### src/rtl/addonly_rd_pkg.sv
package addonly_rd_pkg;

   typedef enum logic [2:0] {
      PH_CMD,
      PH_TAL,
      PH_TAH,
      PH_ECHO,
      PH_DATA,
      PH_CRC,
      PH_ONES
   } rd_phase_t;

   typedef enum logic [1:0] {
      MD_NONE,
      MD_MEM,
      MD_PAGE,
      MD_STAT
   } rd_mode_t;

   localparam logic [7:0] CMD_MEM  = 8'hF0;
   localparam logic [7:0] CMD_PAGE = 8'hC3;
   localparam logic [7:0] CMD_STAT = 8'hAA;

   function automatic rd_mode_t decode_cmd(input logic [7:0] b);
      case (b)
         CMD_MEM:  decode_cmd = MD_MEM;
         CMD_PAGE: decode_cmd = MD_PAGE;
         CMD_STAT: decode_cmd = MD_STAT;
         default:  decode_cmd = MD_NONE;
      endcase
   endfunction

endpackage

### src/rtl/addonly_rd_crc_step.sv
module addonly_rd_crc_step #(
   parameter int          CRC_W = 8,
   parameter int          DAT_W = 8,
   parameter logic [CRC_W-1:0] POLY_R = 8'h8C
) (
   input  logic [CRC_W-1:0] crc_in,
   input  logic [DAT_W-1:0] dat_in,
   output logic [CRC_W-1:0] crc_out
);
   logic [CRC_W-1:0] stage [DAT_W+1];

   assign stage[0] = crc_in;

   generate
      for (genvar i = 0; i < DAT_W; i++) begin : g_bit
         logic fb;
         assign fb = stage[i][0] ^ dat_in[i];
         assign stage[i+1] = fb ? ((stage[i] >> 1) ^ POLY_R) : (stage[i] >> 1);
      end
   endgenerate

   assign crc_out = stage[DAT_W];
endmodule

### src/rtl/addonly_rd_field_end.sv
module addonly_rd_field_end
   import addonly_rd_pkg::*;
#(
   parameter int MAIN_AW = 7,
   parameter int PAGE_AW = 5,
   parameter int STAT_AW = 3
) (
   input  rd_mode_t           mode,
   input  logic [MAIN_AW-1:0] addr,
   output logic               seg_last,
   output logic               field_last
);
   logic main_last;
   logic page_last;
   logic stat_last;

   assign main_last = &addr;
   assign page_last = &addr[PAGE_AW-1:0];
   assign stat_last = &addr[STAT_AW-1:0];

   always_comb begin
      case (mode)
         MD_MEM:  seg_last = main_last;
         MD_PAGE: seg_last = page_last;
         MD_STAT: seg_last = stat_last;
         default: seg_last = 1'b0;
      endcase
      field_last = (mode == MD_STAT) ? stat_last : main_last;
   end
endmodule

### src/rtl/addonly_rd_engine.sv
module addonly_rd_engine
   import addonly_rd_pkg::*;
#(
   parameter int MAIN_AW = 7,
   parameter int PAGE_AW = 5,
   parameter int STAT_AW = 3,
   parameter logic [7:0] POLY_R = 8'h8C
) (
   input  logic               clk,
   input  logic               rst_n,
   input  logic               line_reset,
   input  logic               rx_valid,
   input  logic [7:0]         rx_byte,
   input  logic               tx_req,
   output logic               tx_valid,
   output logic [7:0]         tx_byte,
   output logic [MAIN_AW-1:0] mem_addr,
   input  logic [7:0]         mem_rdata,
   output logic [STAT_AW-1:0] stat_addr,
   input  logic [7:0]         stat_rdata
);
   localparam int BYTE_W = 8;
   localparam logic [BYTE_W-1:0] ONES = '1;

   generate
      if (MAIN_AW > BYTE_W || MAIN_AW < 1) begin : g_bad_main
         $error("MAIN_AW must be within 1..8");
      end
      if (PAGE_AW >= MAIN_AW || PAGE_AW < 1) begin : g_bad_page
         $error("PAGE_AW must be below MAIN_AW");
      end
      if (STAT_AW > BYTE_W || STAT_AW < 1) begin : g_bad_stat
         $error("STAT_AW must be within 1..8");
      end
   endgenerate

   rd_phase_t          phase_q;
   rd_mode_t           mode_q;
   logic [MAIN_AW-1:0] addr_q;
   logic [7:0]         crc_q;

   logic [7:0]         rd_byte;
   logic [7:0]         crc_din;
   logic [7:0]         crc_nxt;
   logic               seg_last;
   logic               field_last;
   logic               rx_phase;
   rd_mode_t           new_mode;

   assign rd_byte  = (mode_q == MD_STAT) ? stat_rdata : mem_rdata;
   assign rx_phase = (phase_q == PH_CMD) || (phase_q == PH_TAL) || (phase_q == PH_TAH);
   assign crc_din  = rx_phase ? rx_byte : rd_byte;
   assign new_mode = decode_cmd(rx_byte);

   assign mem_addr  = addr_q;
   assign stat_addr = addr_q[STAT_AW-1:0];

   addonly_rd_crc_step #(
      .CRC_W (8),
      .DAT_W (BYTE_W),
      .POLY_R(POLY_R)
   ) crc_i (
      .crc_in (crc_q),
      .dat_in (crc_din),
      .crc_out(crc_nxt)
   );

   addonly_rd_field_end #(
      .MAIN_AW(MAIN_AW),
      .PAGE_AW(PAGE_AW),
      .STAT_AW(STAT_AW)
   ) end_i (
      .mode      (mode_q),
      .addr      (addr_q),
      .seg_last  (seg_last),
      .field_last(field_last)
   );

   always_ff @(posedge clk or negedge rst_n) begin
      if (!rst_n) begin
         phase_q  <= PH_CMD;
         mode_q   <= MD_NONE;
         addr_q   <= '0;
         crc_q    <= '0;
         tx_valid <= 1'b0;
         tx_byte  <= ONES;
      end else if (line_reset) begin
         phase_q  <= PH_CMD;
         mode_q   <= MD_NONE;
         addr_q   <= '0;
         crc_q    <= '0;
         tx_valid <= 1'b0;
         tx_byte  <= ONES;
      end else begin
         tx_valid <= tx_req;
         if (tx_req) begin
            tx_byte <= ONES;
         end
         case (phase_q)
            PH_CMD: begin
               if (rx_valid) begin
                  mode_q <= new_mode;
                  crc_q  <= crc_nxt;
                  phase_q <= (new_mode == MD_NONE) ? PH_ONES : PH_TAL;
               end
            end
            PH_TAL: begin
               if (rx_valid) begin
                  if (mode_q == MD_STAT) begin
                     addr_q <= MAIN_AW'(rx_byte[STAT_AW-1:0]);
                  end else begin
                     addr_q <= rx_byte[MAIN_AW-1:0];
                  end
                  crc_q   <= crc_nxt;
                  phase_q <= PH_TAH;
               end
            end
            PH_TAH: begin
               if (rx_valid) begin
                  crc_q   <= crc_nxt;
                  phase_q <= PH_ECHO;
               end
            end
            PH_ECHO: begin
               if (tx_req) begin
                  tx_byte <= crc_q;
                  crc_q   <= '0;
                  phase_q <= PH_DATA;
               end
            end
            PH_DATA: begin
               if (tx_req) begin
                  tx_byte <= rd_byte;
                  crc_q   <= crc_nxt;
                  if (seg_last) begin
                     phase_q <= PH_CRC;
                  end else begin
                     addr_q <= addr_q + 1'b1;
                  end
               end
            end
            PH_CRC: begin
               if (tx_req) begin
                  tx_byte <= crc_q;
                  crc_q   <= '0;
                  if (mode_q == MD_PAGE && !field_last) begin
                     addr_q  <= addr_q + 1'b1;
                     phase_q <= PH_DATA;
                  end else begin
                     phase_q <= PH_ONES;
                  end
               end
            end
            default: begin
               phase_q <= PH_ONES;
            end
         endcase
      end
   end
endmodule

### config.mk
export PLATFORM = sky130hd
export DESIGN_NAME = addonly_rd_engine
export DESIGN_NICKNAME = d
export VERILOG_FILES = /design/src/rtl/addonly_rd_pkg.sv /design/src/rtl/addonly_rd_crc_step.sv /design/src/rtl/addonly_rd_field_end.sv /design/src/rtl/addonly_rd_engine.sv
export SDC_FILE = /design/constraint.sdc
export NUM_CORES = 1
export LEC_CHECK = 0
export BUFFER_PORTS_ARGS = -buffer_cell sky130_fd_sc_hd__buf_2
export CAP_MARGIN = 20
export CORE_UTILIZATION = 50
export CTS_CLUSTER_SIZE = 24
export DETAILED_ROUTE_END_ITERATION = 10
export PLACE_DENSITY = 0.74
export SLEW_MARGIN = 25
export SYNTH_ARGS = -nofsm -noshare
export SYNTH_HDL_FRONTEND = slang
export SYNTH_SLANG_ARGS = --single-unit
### constraint.sdc
create_clock -name clk -period 2.7 [get_ports clk]
set_clock_uncertainty 0.1 [all_clocks]
set_input_delay 0.135 -clock clk [delete_from_list [all_inputs] [get_ports clk]]
set_output_delay 0.135 -clock clk [all_outputs]
set_load 0.01 [all_outputs]
==> results by group, run 1 <==
Synthesis
  – Syn Inst Count: 242
  – Top FF cell, synth: dfrtp_1
  – Synth Warn #: 0
  – EDFF count, synth: 0
  – Synthesis-stage register bit count: 29
  – Post-Syn Area: 0.00221 mm^2
  – Ys async rst share: 1.00
  – Distinct cells, synth: ~50
  – Most instantiated cells after synthesis: 21 x dfrtp_1, 18 x a21oi_1, 17 x nor2_1
  – Post-Syn Area per Cell: between 9 and 10 um^2
  – Post-synth top area share: 0.238
  – Ranking of synthesized cells by area: dfrtp_1 24%, dfstp_2 9.5%, xnor2_1 5.2%
  – Syn nets: approximately 270
  – Proportion of synthesized chip area in sequential cells: 0.334
  – Most common cell in the netlist: dfrtp_1
  – Area leader, netlist: dfrtp_1

Clock tree
  – Num CTS Buffers: 5
  – Sink Count: 29
  – Clock buffer depth: 2
  – CTS-repair resized insts: 0
  – Post-CTS Setup Bufs: 0
  – Clk_lat worst skew: slightly below 300 ps
  – CTS tree: done
  – Clock-pin slew on the worst setup and hold paths: 70 ps
  – Number of hold buffers added after CTS: 1
  – H-tree depth: 2
  – Clock root cell: clkbuf_8

Timing
  – Worst-Margin Slew: around 1000 ps
  – Final setup fails: 0
  – Peak Freq: approximately 400 MHz
  – Final setup TNS: 0 ps
  – Worst hold slack: approximately 120 ps
  – Rel. slew slack: 0.302
  – Final setup margin: between 150 and 200 ps
  – Final Cycle Share: 0.928
  – Min cycle time layout: 2510 ps
  – Hold Vio Cnt, Final: 0
  – RSZ-0062 raised after global routing: no
  – Max Transition Viols Final: 0

Die
  – Initial Util: 0.536
  – Die H: about 70 um
  – I/O pins: 48
  – Chip Width: just under 70 um
  – Die Area: around 0.0047 mm^2
  – Core ar.: 0.00412 mm^2
  – FP Rows: 23

Power and ir drop
  – Power density over the cells: about 1200 mW/mm^2
  – Clock Power Share: 0.138
  – Psw: 1260 uW
  – Final Power: 2980 uW
  – Pleak: 0.00116 uW
  – Internal Dissipation: about 1700 uW
  – Combinational share of power: 0.598
  – Seq pwr share: 0.265
  – Peak supply drop: around 0.49 mV
  – Sw frac: 0.424

Drt
  – Post-DRT Antenna Nets: 0
  – Routed wire length per instance: 17.6 um
  – Vias per inst: around 6
  – Drt first-iter violations: 181
  – DRC Markers: 0
  – Via count: ~2,000
  – DRT Pass-1 Iters: 4
  – Final WL: 5.86 mm

Placed design
  – HPWL Detailed: 4.23 mm
  – RePlAce Congestion: 0.870
  – Pre-CTS worst setup slack: 209 ps
  – I/O Buffers: 47

Finish
  – Post-layout util: 0.618
  – Register Area: roughly 740 um^2
  – Layout cells sized above 1: 0.291
  – Multi-input gate area: between 0.001 and 0.0015 mm^2
  – Final Net Count: roughly 310
  – Area Overhead vs Synth: 15.2%
  – # diodes: 0
  – FILL cells: roughly 360

Critical path
  – Crit start category: flip-flop
  – Worst Path Arrival: 2560 ps
  – End of the critical path: mem_addr[4]$_DFFE_PN0P_
  – Worst-case reg-to-reg path depth: 9
  – Critical Path Sink Type: flip-flop
  – Crit path max fanout: 11
  – R2R Path Start: mem_addr[0]$_DFFE_PN0P_
  – WP data required: between 2000 and 3000 ps
  – FF-to-FF End: mem_addr[4]$_DFFE_PN0P_
  – Worst Setup SP: mem_addr[0]$_DFFE_PN0P_
  – Critical path class: reg -> reg
  – R2R Setup Slk: 190 ps

Hold path
  – Worst hold-check path type: in -> reg

GRT
  – First-pass GRT wire length: around 9.3 mm
  – Vias in the first global route: just under 2,000
  – Total GRT Usage: 0.276
  – Pin count of the biggest net entering global routing: 30
  – Total global routing overflow: 0
  – Initial antenna violation count: 0

Flow run
  – Max Cap Violations: 0

Status
  – Status: finished, final reports clean
## critical path: stages (launching register included)
cell      delay [ps]
dfrtp_1          430
ha_1             230
nand3_1          140
inv_1             70
ha_1             170
and2_1           140
a211o_1          260
a311o_1          470
a221oi_1         280
nor3_1            80
## layout make-up
cell class	instances	share of cell area
tap	50	0.0246
multi-input combinational	188	0.527
clock inverter	1	0.00197
timing repair buffer	54	0.114
clock buffer	7	0.0379
inverter	3	0.00443
sequential	29	0.290
## layout by cell type (no fill, tap or decap), types with 4 or more instances in the layout
cell type,synthesis,final
nor2b_1,7,7
clkbuf_8,0,7
buf_4,3,6
nor3_1,6,6
dfrtp_1,21,21
a21bo_2,4,4
xnor2_1,13,13
nor4bb_1,5,5
nand2_1,16,16
o21ai_0,5,5
o22ai_1,7,7
a211oi_1,9,9
nand3_1,12,12
a221oi_1,4,4
nor2_1,17,17
buf_2,8,47
a22o_1,8,8
mux2i_1,4,4
a21oi_1,18,18
xnor2_2,4,4
dfstp_2,8,8
a31oi_1,11,11
## per-layer routing
layer  track usage  vias up  part of all wire
met2         0.450       64              0.48
met5             0        -                 0
met4         0.120        0             0.023
met1         0.350      961              0.44
met3        0.0583       13             0.052
li1              -      977                 -
## worst min path at each step
| stage | startpoint | end | slack, ps | cells past startpoint |
|---|---|---|---|---|
| finish | rx_byte[6] | mem_addr[6]$_DFFE_PN0P_ | 120 | 3 |
| global placement | rst_n | crc_q[4]$_DFFE_PN0P_ | 100 | 1 |
| CTS | rx_byte[5] | mode_q[1]$_DFFE_PN0P_ | 120 | 4 |
| detailed placement | rst_n | crc_q[4]$_DFFE_PN0P_ | 110 | 1 |
| floorplan | rst_n | crc_q[0]$_DFFE_PN0P_ | -260 | 0 |
| global route | line_reset | tx_valid$_DFF_PN0_ | 150 | 2 |
## logic make-up after synthesis
group                      count (synthesis)  synth area share
AOI/OAI and AO/OA                         83             0.273
and+or+nand+nor                           75             0.175
DFF                                       29             0.334
buffers and inverters                     25            0.0590
xor gates and xnor gates                  23             0.124
muxes                                      4            0.0182
adders and majority gates                  3            0.0170
## power by group through the flow
stage                     Combinational [uW]  Sequential, uW  Clock [uW]
final                                   1780             787         409
after global placement                  1740             786           0
after floorplan                         1480             731           0
after global routing                    1940             813         433
after CTS                               1770             783         413
after detailed placement                1760             789           0
## stage by stage
stage	cell area, um^2	cells
2_1_floorplan	2210	242
3_3_place_gp	2430	323
3_5_place_dp	2430	323
4_1_cts	2540	332
5_1_grt	2540	332
6_report	2540	332
## sequential cells by signal (all words and copies together), names as in the netlist
register,cells
crc_q,8
tx_byte,8
mem_addr,7
tx_valid,1
phase_q,3
mode_q,2
(Power assumes the default switching activity.)
==> inputs of run 2 (changes only) <==
==> constraint.sdc (replaced) <==
create_clock -name clk -period 2.4 [get_ports clk]
set_clock_uncertainty 0.1 [all_clocks]
set_input_delay 0.12 -clock clk [delete_from_list [all_inputs] [get_ports clk]]
set_output_delay 0.12 -clock clk [all_outputs]
set_load 0.01 [all_outputs]
==> results by group, run 2 (same netlist as run 1, synthesis figures left out) <==
GRT
  – Total global routing overflow: 0
  – Pin count of the biggest net entering global routing: 30
  – First-pass GRT wire length: slightly above 9 mm
  – Total GRT Usage: 0.271
  – Vias in the first global route: roughly 1,900
  – Initial antenna violation count: 0

Drt
  – Via count: around 2,100
  – DRC Markers: 0
  – Drt first-iter violations: about 170
  – Final WL: between 5 and 6 mm
  – DRT Pass-1 Iters: 4
  – Routed wire length per instance: between 15 and 20 um
  – Vias per inst: 6.13
  – Post-DRT Antenna Nets: 0

Finish
  – FILL cells: ~360
  – Final Net Count: around 320
  – Commonest cells after routing, fill and taps aside: 47 x buf_2, 19 x dfrtp_1, 18 x a21oi_1
  – Commonest non-fill, non-tap cell in the layout: buf_2
  – Multi-input gate area: 0.00135 mm^2
  – Area Overhead vs Synth: 18.6%
  – Register Area: roughly 740 um^2
  – Layout cells sized above 1: 0.323
  – # diodes: 0
  – Post-route insts no fill: ~340

Clock tree
  – Clock root cell: clkbuf_8
  – Clock buffer depth: 2
  – Num CTS Buffers: 5
  – H-tree depth: 2
  – Sink Count: 29
  – Clk_lat worst skew: between 200 and 300 ps
  – Clock-pin slew on the worst setup and hold paths: approximately 70 ps
  – CTS tree: done

Timing
  – Peak Freq: approximately 430 MHz
  – Final Cycle Share: 0.964
  – Rel. slew slack: 0.558
  – Final setup TNS: 0 ps
  – Final setup fails: 0
  – Min cycle time layout: between 2000 and 2500 ps
  – Worst-Margin Slew: around 660 ps
  – Final setup margin: about 87 ps
  – Worst hold slack: about 94 ps
  – Hold Vio Cnt, Final: 0
  – RSZ-0062 raised after global routing: yes
  – Max Transition Viols Final: 0

Placed design
  – HPWL Detailed: roughly 4.3 mm
  – Cell count after placement: around 330
  – RePlAce Congestion: 0.821
  – Pre-CTS worst setup slack: approximately 12 ps
  – I/O Buffers: 47

Die
  – I/O pins: 48
  – Core ar.: 0.00412 mm^2
  – FP Rows: 23
  – Die H: 68.4 um
  – Chip Width: 68.4 um
  – Die Area: between 0.004 and 0.005 mm^2
  – Initial Util: 0.536

Critical path
  – Crit start category: flip-flop
  – Worst Path Arrival: 2370 ps
  – Critical Path Sink Type: flip-flop
  – Crit path max fanout: 6
  – Critical path class: reg -> reg
  – WP data required: 2460 ps

Hold path
  – Worst hold-check path type: in -> reg

Flow run
  – Max Cap Violations: 0

Power and ir drop
  – Power density over the cells: about 1300 mW/mm^2
  – Pleak: 0.00120 uW
  – Peak supply drop: roughly 0.58 mV
  – Final Power: 3450 uW

Status
  – Status: finished, final reports clean
run 2: per-layer routing:
metal	routed length (um)	up-vias	global-route usage
li1	-	998	-
met4	151	0	0.0938
met3	321	15	0.0717
met5	0	-	0
met2	3040	75	0.449
met1	2410	1003	0.336
run 2: path summary, 6_finish.rpt:
| kind | start | end | slack, ps | cells past startpoint |
|---|---|---|---|---|
| setup / recovery | mem_addr[0]$_DFFE_PN0P_ | mem_addr[6]$_DFFE_PN0P_ | 90 | 9 |
| hold / removal | rx_byte[5] | mode_q[1]$_DFFE_PN0P_ | 90 | 4 |
| setup reg to reg | mem_addr[0]$_DFFE_PN0P_ | mem_addr[6]$_DFFE_PN0P_ | 90 | 9 |
| hold reg to reg | tx_byte[2]$_DFF_PN1_ | tx_byte[2]$_DFF_PN1_ | 400 | 2 |
| max in group asynchronous | rst_n | mode_q[0]$_DFFE_PN0P_ | 1450 | 2 |
| min in group asynchronous | rst_n | crc_q[0]$_DFFE_PN0P_ | 290 | 2 |
run 2: critical path, stage by stage, from the launching register on:
cell,delay (ps)
dfrtp_1,380
ha_1,210
nand3_1,110
inv_1,70
ha_1,170
and2_1,140
a211o_1,300
a311o_2,380
a221oi_1,250
nor3_1,70
run 2: layout make-up:
class	count	area share
Tap cell	50	0.0239
Timing Repair Buffer	62	0.134
Clock buffer	7	0.0368
Sequential cell	29	0.282
Inverter	3	0.00430
Clock inverter	1	0.00191
Multi-Input combinational cell	189	0.517
run 2: metrics by stage:
stage / utilization / area [um^2]
floorplan: - / 2210
detailed placement: 0.605 / 2490
global placement: 0.605 / 2490
finish: 0.636 / 2620
global route: 0.636 / 2620
CTS: 0.632 / 2600
run 2: repair_timing:
| action | 4_1_cts | 5_1_grt |
|---|---|---|
| hold buffers | 1 | 0 |
| resized for setup | 1 | 3 |
| pin swaps | 0 | 1 |
| hold endpoints to repair | 21 | 0 |
| buffers inserted | 0 | 0 |
| cloned | 0 | 1 |
| setup endpoints to repair | 1 | 10 |
run 2: report_power, final:
part           switching, uW  leakage [uW]  internal (uW)
logic                   1050      0.000782           1070
registers                195      0.000363            675
clock network            204     0.0000542            259
==> inputs of run 3 (changes only) <==
--- a/config.mk
+++ b/config.mk
@@ -7,6 +7,7 @@
 export LEC_CHECK = 0
 export BUFFER_PORTS_ARGS = -buffer_cell sky130_fd_sc_hd__buf_2
 export CAP_MARGIN = 20
+export CORE_MARGIN = 2
 export CORE_UTILIZATION = 50
 export CTS_CLUSTER_SIZE = 24
 export DETAILED_ROUTE_END_ITERATION = 10
==> results by group, run 3 (same netlist as run 1, synthesis figures left out) <==
Finish
  – Post-layout util: 0.636
  – Commonest non-fill, non-tap cell in the layout: buf_2
  – Final Net Count: ~330
  – Layout cells sized above 1: 0.363
  – # diodes: 0
  – Area Overhead vs Synth: 23.8%
  – Commonest cells after routing, fill and taps aside: 47 x buf_2, 19 x dfrtp_1, 18 x a21oi_1

Timing
  – Peak Freq: 428 MHz
  – Final setup TNS: 0 ps
  – Final setup fails: 0
  – Final Cycle Share: 0.974
  – Min cycle time layout: 2340 ps
  – Worst-Margin Slew: just under 700 ps
  – Max Transition Viols Final: 0
  – Rel. slew slack: 0.546
  – Hold Vio Cnt, Final: 0

Clock tree
  – CTS tree: done
  – Clock buffer depth: 2
  – Clk_lat worst skew: a little under 300 ps
  – Clock-pin slew on the worst setup and hold paths: approximately 60 ps
  – Num CTS Buffers: 5
  – H-tree depth: 2
  – Clock root cell: clkbuf_8
  – Sink Count: 29

Drt
  – Final WL: slightly above 6 mm
  – DRC Markers: 0
  – Routed wire length per instance: approximately 18 um
  – DRT Pass-1 Iters: 4
  – Drt first-iter violations: about 130
  – Post-DRT Antenna Nets: 0
  – Vias per inst: ~6
  – Via count: approximately 2,100

Power and ir drop
  – Pleak: 0.00124 uW
  – Internal Dissipation: between 2000 and 2500 uW
  – Psw: 1490 uW
  – Clock Power Share: 0.148
  – Sw frac: 0.411
  – Power density over the cells: ~1300 mW/mm^2
  – Combinational share of power: 0.617
  – Final Power: approximately 3600 uW
  – Peak supply drop: 0.549 mV
  – Seq pwr share: 0.236

Hold path
  – Hold path depth: 3
  – Worst hold-check path type: in -> reg

Die
  – Die Area: slightly below 0.005 mm^2
  – FP Rows: 24
  – Chip Width: between 70 and 80 um
  – Core ar.: 0.00429 mm^2
  – Die H: 70.4 um
  – I/O pins: 48
  – Initial Util: 0.514

GRT
  – Total global routing overflow: 0
  – Total GRT Usage: 0.247
  – Pin count of the biggest net entering global routing: 30
  – Vias in the first global route: 2,022
  – Initial antenna violation count: 0
  – First-pass GRT wire length: 9.52 mm

Placed design
  – RePlAce Congestion: 0.858
  – I/O Buffers: 47
  – HPWL Detailed: 4.41 mm

Critical path
  – Worst Path Arrival: around 2400 ps
  – WP data required: 2460 ps
  – Critical Path Sink Type: flip-flop
  – Crit path max fanout: 6
  – Critical path class: reg -> reg
  – Worst-case reg-to-reg path depth: 10
  – Crit start category: flip-flop

Status
  – Status: finished, final reports clean

Flow run
  – Max Cap Violations: 0
run 3: cell count changes in the layout (fill, tap and decap cells not counted), sizes merged:
cell	previous run	this run
buf	61	66
bufinv	0	1
clkinv	1	0
a311o	2	1
run 3: final cells by class:
| type | instances | area, um^2 |
|---|---|---|
| clock buffer | 7 | 86.3 |
| clock inverter | 1 | 30.0 |
| fill | 385 | 1560 |
| tap | 52 | 65.1 |
| sequential | 29 | 738 |
| timing repair buffer | 67 | 404 |
| multi-input combinational | 188 | 1400 |
| inverter | 3 | 11.3 |
run 3: power groups by stage:
stage	clock network [uW]	registers [uW]	logic, uW
CTS	541	844	2130
global route	565	875	2410
global placement	0	845	2050
detailed placement	0	853	2120
floorplan	0	823	1660
finish	535	854	2230
run 3: path summary, 6_finish.rpt:
check                                        start                      end  slack [ps]
setup / recovery           mem_addr[1]$_DFFE_PN0P_  mem_addr[3]$_DFFE_PN0P_          60
hold / removal                          rx_byte[3]  mem_addr[3]$_DFFE_PN0P_         110
setup reg to reg           mem_addr[1]$_DFFE_PN0P_  mem_addr[3]$_DFFE_PN0P_          60
hold reg to reg               tx_byte[5]$_DFF_PN1_     tx_byte[5]$_DFF_PN1_         400
max in group asynchronous                    rst_n   phase_q[2]$_DFFE_PN0P_        1420
min in group asynchronous                    rst_n     crc_q[2]$_DFFE_PN0P_         310
run 3: layer usage:
metal,up-vias,part of all wire,track usage
li1,1000,-,-
met1,1026,0.43,0.304
met2,73,0.50,0.420
met3,8,0.051,0.0563
met4,0,0.017,0.0876
met5,-,0,0
run 3: repair_timing:
| action | in CTS | in global routing |
|---|---|---|
| hold buffers | 1 | 0 |
| setup endpoints to repair | 4 | 9 |
| pin swaps | 1 | 5 |
| buffers inserted | 0 | 4 |
| resized for setup | 1 | 16 |
| hold endpoints to repair | 21 | 0 |
| gates cloned | 0 | 0 |
run 3: critical path: stages (launching register included):
cell and delay, ps:
dfrtp_1 390, ha_2 200, nand3_2 90, inv_2 40, ha_1 170, and2_4 140, a211o_1 220, a311o_2 440
buf_6 160, a221oi_4 210, nor3_2 60
run 3: per-stage QoR:
| step | hold WS, ps | setup slack [ps] | area [um^2] | instances |
|---|---|---|---|---|
| after global placement | 85.8 | 9.96 | 2510 | 334 |
| after global routing | 125 | -23.6 | 2730 | 347 |
| final | 108 | 61.6 | 2730 | 347 |
| after CTS | 106 | 34.3 | 2640 | 343 |
| after floorplan | -276 | 24.0 | 2210 | 242 |
| after detailed placement | 94.7 | -43.6 | 2510 | 334 |
